**src/rtl/sym_match_pkg.sv**
```systemverilog
package sym_match_pkg;

   // progress states; order matters only for the one-hot index mapping
   typedef enum logic [1:0] {
      ST_IDLE  = 2'd0,
      ST_ONE_R = 2'd1,
      ST_TWO_R = 2'd2,
      ST_HIT   = 2'd3
   } st_e;

   localparam int NUM_ST = 4;

   // decoded view of the incoming symbol
   typedef struct packed {
      logic is_r;
      logic is_z;
      logic is_clr;
   } cls_t;

endpackage

```
**src/rtl/sym_classify.sv**
```systemverilog
module sym_classify
   import sym_match_pkg::*;
#(
   parameter int SYM_W  = 2,
   parameter int CODE_Q = 0,
   parameter int CODE_R = 1,
   parameter int CODE_W = 2,
   parameter int CODE_Z = 3
) (
   input  logic [SYM_W-1:0] sym,
   output cls_t             cls
);

   localparam logic [SYM_W-1:0] K_Q = SYM_W'(CODE_Q);
   localparam logic [SYM_W-1:0] K_R = SYM_W'(CODE_R);
   localparam logic [SYM_W-1:0] K_W = SYM_W'(CODE_W);
   localparam logic [SYM_W-1:0] K_Z = SYM_W'(CODE_Z);

   always_comb begin
      cls.is_r   = (sym == K_R);
      cls.is_z   = (sym == K_Z);
      cls.is_clr = (sym == K_Q) || (sym == K_W);
   end

endmodule

```
**src/rtl/sym_next_state.sv**
```systemverilog
module sym_next_state
   import sym_match_pkg::*;
(
   input  st_e  cur,
   input  cls_t cls,
   input  logic valid,
   input  logic mode_run,
   output st_e  nxt
);

   st_e base;

   // after a hit the run is spent; continue from idle
   always_comb begin
      base = (cur == ST_HIT) ? ST_IDLE : cur;
   end

   always_comb begin
      nxt = base;
      if (valid) begin
         case (base)
            ST_IDLE: begin
               if (cls.is_r)        nxt = ST_ONE_R;
               else                 nxt = ST_IDLE;
            end
            ST_ONE_R: begin
               if (cls.is_r)        nxt = ST_TWO_R;
               else if (cls.is_z)   nxt = mode_run ? ST_HIT : ST_IDLE;
               else                 nxt = ST_IDLE;
            end
            ST_TWO_R: begin
               if (cls.is_r)        nxt = ST_TWO_R;
               else if (cls.is_z)   nxt = ST_HIT;
               else if (cls.is_clr) nxt = ST_IDLE;
               else                 nxt = ST_IDLE;
            end
            default:                nxt = ST_IDLE;
         endcase
      end
   end

endmodule

```
**src/rtl/sym_state_reg.sv**
```systemverilog
module sym_state_reg
   import sym_match_pkg::*;
#(
   parameter bit ONE_HOT = 1'b0
) (
   input  logic clk,
   input  logic rst,
   input  st_e  nxt,
   output st_e  cur,
   output logic hit
);

   generate
      if (ONE_HOT) begin : g_onehot
         logic [NUM_ST-1:0] oh_q;

         always_ff @(posedge clk) begin
            if (rst) begin
               oh_q           <= '0;
               oh_q[ST_IDLE]  <= 1'b1;
            end else begin
               oh_q           <= '0;
               oh_q[nxt]      <= 1'b1;
            end
         end

         always_comb begin
            cur = ST_IDLE;
            for (int i = 0; i < NUM_ST; i++) begin
               if (oh_q[i]) cur = st_e'(2'(i));
            end
         end

         assign hit = oh_q[ST_HIT];
      end else begin : g_binary
         st_e st_q;

         always_ff @(posedge clk) begin
            if (rst) st_q <= ST_IDLE;
            else     st_q <= nxt;
         end

         assign cur = st_q;
         assign hit = (st_q == ST_HIT);
      end
   endgenerate

endmodule

```
**src/rtl/sym_pattern_detect.sv**
```systemverilog
module sym_pattern_detect
   import sym_match_pkg::*;
#(
   parameter int SYM_W   = 2,
   parameter int CODE_Q  = 0,
   parameter int CODE_R  = 1,
   parameter int CODE_W  = 2,
   parameter int CODE_Z  = 3,
   parameter bit ONE_HOT = 1'b0
) (
   input  logic             clk,
   input  logic             rst,
   input  logic [SYM_W-1:0] sym,
   input  logic             sym_valid,
   input  logic             mode_run,
   output logic             match
);

   localparam int CODE_LIM = 1 << SYM_W;

   // elaboration-time parameter checks
   generate
      if (SYM_W < 2) begin : g_bad_width
         $error("SYM_W must hold four codes");
      end
      if (CODE_Q >= CODE_LIM || CODE_R >= CODE_LIM ||
          CODE_W >= CODE_LIM || CODE_Z >= CODE_LIM ||
          CODE_Q < 0 || CODE_R < 0 || CODE_W < 0 || CODE_Z < 0) begin : g_bad_range
         $error("symbol code outside SYM_W range");
      end
      if (CODE_Q == CODE_R || CODE_Q == CODE_W || CODE_Q == CODE_Z ||
          CODE_R == CODE_W || CODE_R == CODE_Z || CODE_W == CODE_Z) begin : g_bad_dup
         $error("symbol codes must be distinct");
      end
   endgenerate

   cls_t cls;
   st_e  cur;
   st_e  nxt;
   logic hit;

   sym_classify #(
      .SYM_W (SYM_W),
      .CODE_Q(CODE_Q),
      .CODE_R(CODE_R),
      .CODE_W(CODE_W),
      .CODE_Z(CODE_Z)
   ) u_cls (
      .sym(sym),
      .cls(cls)
   );

   sym_next_state u_nxt (
      .cur     (cur),
      .cls     (cls),
      .valid   (sym_valid),
      .mode_run(mode_run),
      .nxt     (nxt)
   );

   sym_state_reg #(
      .ONE_HOT(ONE_HOT)
   ) u_reg (
      .clk(clk),
      .rst(rst),
      .nxt(nxt),
      .cur(cur),
      .hit(hit)
   );

   assign match = hit;

endmodule

```
**config.mk**
```make
export PLATFORM = sky130hd
export DESIGN_NAME = sym_pattern_detect
export DESIGN_NICKNAME = d
export VERILOG_FILES = /design/src/rtl/sym_match_pkg.sv /design/src/rtl/sym_classify.sv /design/src/rtl/sym_next_state.sv /design/src/rtl/sym_state_reg.sv /design/src/rtl/sym_pattern_detect.sv
export SDC_FILE = /design/constraint.sdc
export NUM_CORES = 1
export LEC_CHECK = 0
export ABC_AREA = 1
export BUFFER_PORTS_ARGS = -buffer_cell sky130_fd_sc_hd__buf_2
export CORE_AREA = 3 3 40 42
export DETAILED_ROUTE_END_ITERATION = 10
export DIE_AREA = 0 0 43 45
export GPL_TIMING_DRIVEN = 0
export HOLD_SLACK_MARGIN = 0.02
export PLACE_DENSITY = 0.3
export SLEW_MARGIN = 20
export SYNTH_ARGS = -nofsm -noshare
export SYNTH_HDL_FRONTEND = slang
export SYNTH_HIERARCHICAL = 1
export SYNTH_SLANG_ARGS = --single-unit
export TNS_END_PERCENT = 30
```
**constraint.sdc**
```tcl
create_clock -name clk -period 1.4 [get_ports clk]
set_clock_uncertainty 0.05 [all_clocks]
set_input_delay 0.21 -clock clk [delete_from_list [all_inputs] [get_ports clk]]
set_output_delay 0.21 -clock clk [all_outputs]
set_load 0.005 [all_outputs]
```
; ---- After elaboration in Yosys (flattened, before gate mapping)
; Cells that the tools add are included.
[totals]
regBits = 2
input_bits = 6
word_cells = 16
[op_classes]
eq_ne = 5
n_mux = 9
n_reduce_logical = 1
[op_table]
columns = cell, count
row1 = $mux 2, 7
row2 = $eq 2x2->1 const B, 3
row3 = $pmux 2 s3, 1
row4 = $eq 2x1->1 const B, 2
row5 = $logic_not 2->1, 1
row6 = $mux 1, 1

; ---- Longest topological paths before layout
; Gate-level depths: netlist of the first run.
[logic_depth]
word_depth = 5
ltp_mapped = 10

; ---- Modules after synthesis
; Netlist of the first run, hierarchy kept.
[modules_own_cells]
columns = mod, instances, cells_each, area_each_um2, seq_area_each_um2
row1 = sym_next_state, 1, 27, 136.4, 0.0
row2 = sym_state_reg, 1, 8, 62.6, 40.0
row3 = sym_classify, 1, 4, 17.5, 0.0

; ---- Worst setup path after synthesis of the first run
; No wires, ideal clock.
[synth_timing]
kind = register to register
start = register u_reg.g_binary.st_q[0] (netlist: u_reg/cur[0])
end = register u_reg.g_binary.st_q[1] (netlist: u_reg/cur[1])
t_arrival_ns = 0.991
required_ns = 1.241
slack_ns = 0.250
path_stages_with_launch = 8
period_less_slack_ns = 1.150
cell_sequence = dfxtp_1 -> inv_1 -> ha_1 -> or2_1 -> nand2_1 -> a21oi_1 -> inv_1 -> nor2_1
[synth_between]
elab_chain_cells = 5
word_cells_on_any_way = 7
classes_between = 3 x eq/ne / 3 x mux / 1 x reduce/logical
[synth_lines]
columns = element, line
row1 = start: declaration, sym_state_reg.sv:36  ; st_e st_q;
row2 = start signal: assignment, sym_state_reg.sv:40  ; else st_q <= nxt;
row3 = $eq 2x2->1, sym_next_state.sv:15  ; base = (cur == ST_HIT) ? ST_IDLE : cur;
row4 = $mux 2 *, sym_next_state.sv:15
row5 = $eq 2x2->1 (tied with other cells), sym_next_state.sv:21  ; case (base)
row6 = $pmux 2 s3, sym_next_state.sv:21
row7 = $mux 2 *, sym_next_state.sv:20  ; if (valid) begin
row8 = via nxt[1], sym_pattern_detect.sv:39  ; st_e nxt;
; Mark *: on every way through the listed nets, which the timed path passes. The rest lies on a longest branch.
; A chain may end at the register's enable or synchronous reset.

; ---- Final worst setup path of the first run
[layout_timing]
start = register u_reg.g_binary.st_q[0] (netlist: u_reg/cur[0])
end = register u_reg.g_binary.st_q[0] (netlist: u_reg/cur[0])
; Same word-level chain as after synthesis.

==> run_results.csv, run 1 <==
group,metric,value,unit
status,status,"completed",
cells_and_area,final_util,22.4,%
clock_network,cts_tree,"done",
routing,dr.pass1.iters,2,
grt,antenna_found_initial,0,
routing,vias,231,
die,dieHeight,45,µm
sta,finalSetupTns,0,ns
sta,finalSetupViolations,0,
synth,ys_warn_count,6,
clock_network,cts-hold-fix-buffers,0,
setup_path,reg2reg_to,"u_reg/cur[0]",
synth,yosys_most_used_dff,"dfxtp_1",
placement,gp_congestion,0.659,
routing,ant_nets,0,
sta,finalCritPeriodShare,89.4,%
synth,async_flop_share,0,%
synth,ys_seq_area_share,18.5,%
routing,drt_wl_total,455,µm
clock_network,cts_setup_buffers,0,
grt,grt_remaining_overflow,0,
synth,synth_area_leaders,"inv_1, nand2_1, dfxtp_1",
grt,track_usage,6.07,%
setup_path,cp.required,1.52,ns
clock_network,htreeDepth,1,
routing,drt_iter0_drc,2,
placement,dp_hpwl,356,µm
synth,synth_top_area_share,19.1,%
sta,finalHoldViolCount,0,
power,p_per_area,758,nW/µm²
setup_path,crit_fanout,4,
worst_hold_path,hp-start,"rst",
synth,synth_nets,48,
synth,ys_ff_latch,2,
synth,syn_avg_cell_area,5.55,µm²
sta,drv_slew,0,
routing,drc,0,
job,cap_violations,0,
routing,wire_per_inst,7.22,µm
synth,synthTopCellsByCount,"inv_1, nand2_1, nor2_1, ha_1",
clock_network,cts_resized,0,
die,die-area,1940,µm²
die,start_util,16.8,%
die,coreArea,1280,µm²
setup_path,worst-setup-path-type,"flip-flop to flip-flop",
worst_hold_path,whs_path_depth,2,
worst_hold_path,hold_class,"primary input to flip-flop",
setup_path,r2r-start,"u_reg/cur[0]",
cells_and_area,drive_gt1_share,25.0,%
sta,maxSlewHeadroom,90.8,%
setup_path,arrival,1.37,ns
setup_path,critPathCaptureType,"flip-flop",
power,ir_drop,0.327,mV
synth,syn-cell-area,216,µm²
synth,synth_edf_count,0,
cells_and_area,antenna_cells,0,
synth,ys_types,11,
die,pin_count,7,
die,rows,13,
clock_network,cts.sinks,2,
die,die_w,43,µm
sta,fin_hold_ws,0.0991,ns
power,p_leak,0.164,nW
cells_and_area,area_growth,32.9,%
grt,grt_pass1_wl,765,µm
sta,fmax,799,MHz
clock_network,cts_root_buf,"clkbuf_4",
grt,grt_max_degree,5,
clock_network,clk_pin_slew,0.03,ns
setup_path,reg2reg_depth,9,
setup_path,r2r_slack,0.15,ns
sta,worst_slew_pin_slew,0.138,ns
clock_network,cts_made_buffers,3,
sta,min_period,1.25,ns
worst_hold_path,worstHoldEndpoint,"u_reg/cur[0]",
synth,yosysTopAreaCell,"inv_1",
routing,vias_per_cell,3.67,
grt,grt_pass1_vias,220,
cells_and_area,fill_cells,156,
clock_network,clock_latency,0.23,ns
clock_network,clk_path_buf_depth,2,
placement,port_buffers,6,
synth,synthCells,39,
cells_and_area,nets,59,
cells_and_area,largest_register_ffs,2,
setup_path,cp-start-kind,"flip-flop",
sta,rsz0062_at_grt,"no",
[cell families (layout without fill, tap and decap cells)]
| group | count (synthesis) | count (layout) | share of synthesized area, % |
|---|---|---|---|
| AOI/OAI and AO/OA | 2 | 2 | 4.62 |
| adders and majority gates | 3 | 3 | 17.3 |
| buffers and inverters | 12 | 21 | 20.8 |
| DFF | 2 | 2 | 18.5 |
| and+or+nand+nor | 20 | 20 | 38.7 |
[metrics by stage]
step           power, mW  cell area, µm²  std cells  setup WS (ns)
6_report           0.218             288         63          0.148
5_1_grt            0.249             288         63         0.0283
4_1_cts            0.229             288         63          0.141
3_5_place_dp      0.0902             265         60          0.149
3_3_place_gp      0.0898             265         60          0.152
2_1_floorplan     0.0781             216         39          0.250
[worst max-delay path, cell delays in order (launching register included)]
cell and delay, ns:
dfxtp_1 0.36, inv_1 0.06, ha_1 0.23, nand2_1 0.10, nand2_1 0.05, nor2_1 0.11
nand2_1 0.07, nand2_1 0.06, inv_1 0.03, nor2_1 0.06
[how the worst max path moves through the flow]
| stage | start | slack [ns] | cells after the start | endpoint |
|---|---|---|---|---|
| global route | u_reg/cur[0] | 0.03 | 8 | u_reg/cur[0] |
| detailed placement | u_reg/cur[0] | 0.15 | 9 | u_reg/cur[0] |
| global placement | u_reg/cur[0] | 0.15 | 7 | u_reg/cur[1] |
| floorplan | u_reg/cur[0] | 0.25 | 7 | u_reg/cur[1] |
| CTS | u_reg/cur[0] | 0.14 | 7 | u_reg/cur[1] |
| finish | u_reg/cur[0] | 0.15 | 9 | u_reg/cur[0] |
[power breakdown]
| part | leakage [nW] | switching [mW] | internal (mW) | total [mW] |
|---|---|---|---|---|
| Clock | 0.0138 | 0.0340 | 0.0947 | 0.129 |
| Sequential | 0.0162 | 0.000813 | 0.0583 | 0.0591 |
| Combinational | 0.134 | 0.0168 | 0.0137 | 0.0305 |
[final cells by class]
cell class | count | area (µm²) | area share, %
multi-input combinational | 25 | 131 | 45.7
inverter | 12 | 45.0 | 15.7
timing repair buffer | 6 | 30.0 | 10.4
tap | 15 | 18.8 | 6.52
sequential | 2 | 40.0 | 13.9
clock buffer | 3 | 22.5 | 7.83
[cells in the final DEF, fill, tap and decap left out]
cell and count:
inv_1 11, inv_2 1, dfxtp_1 2, a21oi_1 2
nand3_1 1, or2_1 1, nor2_2 1, nand2_2 1
buf_2 6, ha_1 3, nor2_1 5, clkbuf_4 3
nand2_1 11
[metal layers]
layer	up-vias	wire, µm	track usage [%]
met5	-	0	0
met4	0	15	9.04
met3	2	21	2.79
met2	5	210	8.98
met1	97	208	5.04
li1	127	-	-
No activity file was read; power rests on OpenSTA's default activity.
==> inputs of run 2 (changes only) <==
--- a/config.mk
+++ b/config.mk
@@ -13,6 +13,7 @@
 export GPL_TIMING_DRIVEN = 0
 export HOLD_SLACK_MARGIN = 0.02
 export PLACE_DENSITY = 0.3
+export SETUP_SLACK_MARGIN = 0.3
 export SLEW_MARGIN = 20
 export SYNTH_ARGS = -nofsm -noshare
 export SYNTH_HDL_FRONTEND = slang
==> constraint.sdc (replaced) <==
create_clock -name clk -period 1.5 [get_ports clk]
set_clock_uncertainty 0.05 [all_clocks]
set_input_delay 0.225 -clock clk [delete_from_list [all_inputs] [get_ports clk]]
set_output_delay 0.225 -clock clk [all_outputs]
set_load 0.005 [all_outputs]
==> run 2 against run 1 <==
Setup slack gained 0.21 ns; largest power group unchanged; maximum frequency grew 9.6%; register-to-register slack gained 0.21 ns; global-route usage is the same; clock power shrank 6%; die area is the same; clock-buffer cell count is the same; worst hold slack gained 0.0065 ns.
==> run_results.csv, run 2 (synthesis results as in run 1) <==
group,metric,value,unit
routing,drc,0,
cells_and_area,fill_cells,156,
grt,grt_use_met2,8.98,%
die,pin_count,7,
sta,min_period,1.14,ns
cells_and_area,antenna_cells,0,
setup_path,cp-start-kind,"flip-flop",
clock_network,htreeDepth,1,
setup_path,arrival,1.25,ns
die,dieHeight,45,µm
grt,busiest_layer,"met4",
clock_network,cts_setup_buffers,0,
grt,antenna_found_initial,0,
placement,port_buffers,6,
grt,grt_pass1_wl,765,µm
status,status,"completed",
sta,drv_slew,0,
power,p_sw,50.7,µW
die,coreArea,1280,µm²
setup_path,reg2reg_depth,9,
routing,drt_wl_total,524,µm
clock_network,clock_latency,0.23,ns
cells_and_area,register_area,47.5,µm²
cells_and_area,final_util,25.0,%
sta,finalSetupTns,0,ns
clock_network,clk_path_buf_depth,2,
setup_path,worst-setup-path-type,"flip-flop to flip-flop",
sta,finalSetupViolations,0,
die,die_w,43,µm
cells_and_area,multiInputGateArea,158,µm²
power,p_seq_share,25.6,%
setup_path,crit_fanout,4,
cells_and_area,area_growth,48.6,%
clock_network,cts_made_buffers,3,
clock_network,cts_tree,"done",
sta,finalHoldViolCount,0,
clock_network,cts_root_buf,"clkbuf_4",
setup_path,r2r_slack,0.36,ns
worst_hold_path,hold_class,"primary input to flip-flop",
die,die-area,1940,µm²
cells_and_area,final_cell_mix,"nand2_1, inv_1, buf_2",
setup_path,reg2reg_to,"u_reg/cur[0]",
sta,rsz0062_at_grt,"yes",
grt,track_usage,6.07,%
placement,dp_cells,60,
sta,setup_slack,0.359,ns
setup_path,r2r-start,"u_reg/cur[0]",
routing,vias,237,
power,finalPower,205,µW
cells_and_area,fin_cells,63,
worst_hold_path,worstHoldEndpoint,"u_reg/cur[0]",
setup_path,cp.required,1.61,ns
power,swShare,24.7,%
sta,finalCritPeriodShare,76.1,%
clock_network,clk_pin_slew,0.03,ns
routing,vias_per_cell,3.76,
die,start_util,16.8,%
setup_path,critPathCaptureType,"flip-flop",
routing,ant_nets,0,
power,p_comb_share,15.7,%
power,ir_drop,0.295,mV
sta,maxSlewHeadroom,91.1,%
placement,gp_congestion,0.659,
cells_and_area,largest_register_ffs,2,
routing,wire_per_inst,8.32,µm
grt,grt_remaining_overflow,0,
cells_and_area,final_common_cell,"nand2_1",
sta,fmax,876,MHz
cells_and_area,nets,59,
grt,grtUsageMet3,2.79,%
power,clock_power_share,58.8,%
worst_hold_path,hp-start,"rst",
placement,place_ws,0.249,ns
grt,grt_util_met1,5.04,%
worst_hold_path,whs_path_depth,2,
routing,drt_iter0_drc,3,
grt,grt_pass1_vias,220,
power,p_per_area,638,nW/µm²
cells_and_area,drive_gt1_share,45.8,%
power,p_leak,0.165,nW
placement,dp_hpwl,356,µm
routing,dr.pass1.iters,4,
grt,grt_max_degree,5,
sta,worst_slew_pin_slew,0.134,ns
power,internal_power,154,µW
job,cap_violations,0,
clock_network,cts.sinks,2,
die,rows,13,
run 2: what timing repair did:
item,4_1_cts,5_1_grt
hold buffers,0,0
setup endpoints to repair,2,2
resized for setup,2,11
pin swaps,0,4
run 2: layout make-up:
class | count | area share, %
clock buffer | 3 | 7.00
inverter | 12 | 14.0
multi-input combinational | 25 | 49.0
sequential | 2 | 14.8
tap | 15 | 5.84
timing repair buffer | 6 | 9.34
run 2: how the worst max path moves through the flow:
stage               slack, ns  cells after the start            to    startpoint
global placement         0.25                      7  u_reg/cur[1]  u_reg/cur[0]
global route             0.27                      8  u_reg/cur[0]  u_reg/cur[0]
finish                   0.36                      9  u_reg/cur[0]  u_reg/cur[0]
floorplan                0.35                      7  u_reg/cur[1]  u_reg/cur[0]
CTS                      0.31                      8  u_reg/cur[0]  u_reg/cur[0]
detailed placement       0.25                      9  u_reg/cur[0]  u_reg/cur[0]
run 2: metal layers:
layer	part of all wire (%)	vias to the layer above
li1	-	127
met1	43	103
met2	50	5
met3	4.0	2
met4	2.9	0
met5	0	-
run 2: power by group through the flow:
stage | Combinational (mW) | Sequential [mW] | Clock [mW]
after floorplan | 0.0171 | 0.0558 | 0
after global placement | 0.0279 | 0.0559 | 0
after detailed placement | 0.0283 | 0.0559 | 0
after CTS | 0.0287 | 0.0553 | 0.130
after global routing | 0.0363 | 0.0525 | 0.145
final | 0.0321 | 0.0524 | 0.121
run 2: through the flow:
stage                     hold slack, ns  area [µm²]
final                              0.106         322
after floorplan                    0.246         216
after global routing              0.0928         322
after global placement             0.347         265
after CTS                         0.0963         292
after detailed placement           0.348         265
run 2: critical path: stages (launching register included):
cell and delay, ns:
dfxtp_4 0.35, inv_2 0.05, ha_4 0.17, nand2_1 0.09, nand2_1 0.05, nor2_1 0.10
nand2_1 0.06, nand2_1 0.06, inv_1 0.03, nor2_1 0.07
==> inputs of run 3 (changes only) <==
--- a/config.mk
+++ b/config.mk
@@ -12,7 +12,7 @@
 export DIE_AREA = 0 0 43 45
 export GPL_TIMING_DRIVEN = 0
 export HOLD_SLACK_MARGIN = 0.02
-export PLACE_DENSITY = 0.3
+export PLACE_DENSITY = 0.31
 export SETUP_SLACK_MARGIN = 0.3
 export SLEW_MARGIN = 20
 export SYNTH_ARGS = -nofsm -noshare
==> constraint.sdc (replaced) <==
create_clock -name clk -period 1.02 [get_ports clk]
set_clock_uncertainty 0.05 [all_clocks]
set_input_delay 0.153 -clock clk [delete_from_list [all_inputs] [get_ports clk]]
set_output_delay 0.153 -clock clk [all_outputs]
set_load 0.005 [all_outputs]
==> run 3 against run 2 <==
The flow now finishes with violations (setup timing); sequential cell count is the same; routed wire length fell by 14%; final area stayed put; total power is 44% higher; largest cell class unchanged; die area unchanged; highest routed layer is now met3; sequential power up 48%; clock power grew 42%; critical path type unchanged; clock-buffer cell count unchanged.
==> run_results.csv, run 3 (synthesis results as in run 1) <==
group,metric,value,unit
routing,vias_per_cell,3.63,
grt,antenna_found_initial,0,
routing,drc,0,
cells_and_area,nets,59,
sta,min_period,1.14,ns
clock_network,clk_path_buf_depth,2,
power,p_leak,0.167,nW
job,cap_violations,0,
die,dieHeight,45,µm
setup_path,worst-setup-path-type,"flip-flop to flip-flop",
power,p_per_area,916,nW/µm²
grt,grt_pass1_vias,207,
setup_path,r2r_slack,-0.12,ns
routing,vias,229,
status,violations,"setup timing",
sta,setup_slack,-0.117,ns
clock_network,cts_made_buffers,3,
grt,track_usage,6.07,%
worst_hold_path,whs_path_depth,2,
die,start_util,16.8,%
sta,finalSetupTns,-0.231,ns
sta,worst_slew_pin_slew,0.166,ns
cells_and_area,final_common_cell,"nand2_1",
die,die_w,43,µm
sta,finalSetupViolations,2,
sta,rsz0062_at_grt,"yes",
grt,grt_pass1_wl,800,µm
sta,finalCritPeriodShare,112,%
clock_network,cts_setup_buffers,0,
clock_network,cts.sinks,2,
power,finalPower,295,µW
setup_path,cp-start-kind,"flip-flop",
setup_path,cp_slowest_cell,"dfxtp_4",
clock_network,cts_tree,"done",
power,ir_drop,0.509,mV
setup_path,crit_buf_inv,2,
cells_and_area,area_growth,48.6,%
grt,grt_remaining_overflow,0,
routing,dr.pass1.iters,1,
clock_network,clock_latency,0.22,ns
cells_and_area,final_cell_mix,"nand2_1, inv_1, buf_2",
setup_path,crit_fanout,4,
setup_path,critPathTopFamily,"flip-flops",
setup_path,cp.required,1.08,ns
sta,finalHoldViolCount,0,
placement,gp_congestion,0.651,
setup_path,arrival,1.20,ns
setup_path,crit_chain,"inv_4, ha_4, nor2_1, nand2_1, nand2_1, a21oi_1, inv_1, nor2_1",
clock_network,cts-hold-fix-buffers,0,
routing,drt_wl_total,449,µm
die,die-area,1940,µm²
die,coreArea,1280,µm²
setup_path,cpPeakStageDelay,0.36,ns
placement,place_ws,-0.165,ns
worst_hold_path,worstHoldEndpoint,"u_reg/cur[0]",
setup_path,r2r-start,"u_reg/cur[0]",
worst_hold_path,hold_class,"primary input to flip-flop",
placement,dp_hpwl,367,µm
setup_path,critPathCaptureType,"flip-flop",
routing,ant_nets,0,
cells_and_area,antenna_cells,0,
routing,drt_iter0_drc,0,
die,rows,13,
sta,drv_slew,0,
sta,maxSlewHeadroom,88.9,%
setup_path,reg2reg_depth,8,
sta,fmax,879,MHz
setup_path,reg2reg_to,"u_reg/cur[1]",
status,status,"finished, violations left",
die,pin_count,7,
clock_network,clk_pin_slew,0.03,ns
grt,grt_max_degree,5,
routing,wire_per_inst,7.13,µm
placement,port_buffers,6,
worst_hold_path,hp-start,"rst",
cells_and_area,largest_register_ffs,2,
clock_network,cts_root_buf,"clkbuf_4",
cells_and_area,drive_gt1_share,43.8,%
clock_network,htreeDepth,1,
## run 3: how the worst max path moves through the flow
stage,depth (start not counted),endpoint,start
finish,8,u_reg/cur[1],u_reg/cur[0]
global route,8,u_reg/cur[0],u_reg/cur[0]
CTS,8,u_reg/cur[0],u_reg/cur[0]
detailed placement,8,u_reg/cur[0],u_reg/cur[0]
global placement,8,u_reg/cur[0],u_reg/cur[0]
floorplan,8,u_reg/cur[0],u_reg/cur[0]
## run 3: area by class of cell
| class | count | area, µm² |
|---|---|---|
| flip-flops and latches | 2 | 47.5 |
| clock buffers | 3 | 22.5 |
| repair buffers | 6 | 30.0 |
| well taps | 15 | 18.8 |
| fillers | 164 | 963 |
| inverters | 12 | 47.5 |
| multi-input cells | 25 | 155 |
## run 3: what timing repair did
item | 4_1_cts | 5_1_grt
endpoints found under the setup margin | 3 | 3
gates cloned | 0 | 0
pin swaps | 6 | 6
gates resized for setup | 1 | 5
## run 3: per-stage QoR
stage	instances	cell area (µm²)	hold slack (ns)	utilization, %
after floorplan	39	234	0.162	-
after global placement	60	283	0.266	22.0
after detailed placement	60	283	0.267	22.0
after CTS	63	308	0.0310	24.0
after global routing	63	322	0.0273	25.0
final	63	322	0.0362	25.0
## run 3: where the power goes
| part | leakage (nW) | internal [mW] | switching [mW] |
|---|---|---|---|
| Sequential | 0.0177 | 0.0757 | 0.00179 |
| Clock | 0.0138 | 0.130 | 0.0426 |
| Combinational | 0.136 | 0.0208 | 0.0242 |
| Total | 0.167 | 0.226 | 0.0686 |
## run 3: worst register-to-register path, delay by kind of cell (launching register included)
family	cells	cell delay, ns
flip-flops	1	0.36
AND/OR/NAND/NOR	4	0.32
buffers and inverters	2	0.09
AO/OA/AOI/OAI	1	0.04
adder cells (fa/ha/maj)	1	0.16
## run 3: layer usage
layer / GRT usage, % / part of all wire (%) / wire length, µm / up-vias
met5: 0 / 0 / 0 / -
met4: 7.23 / 0 / 0 / 0
met3: 2.39 / 5.1 / 23 / 0
met2: 9.28 / 48 / 215 / 5
met1: 5.76 / 47 / 211 / 97
li1: - / - / - / 127
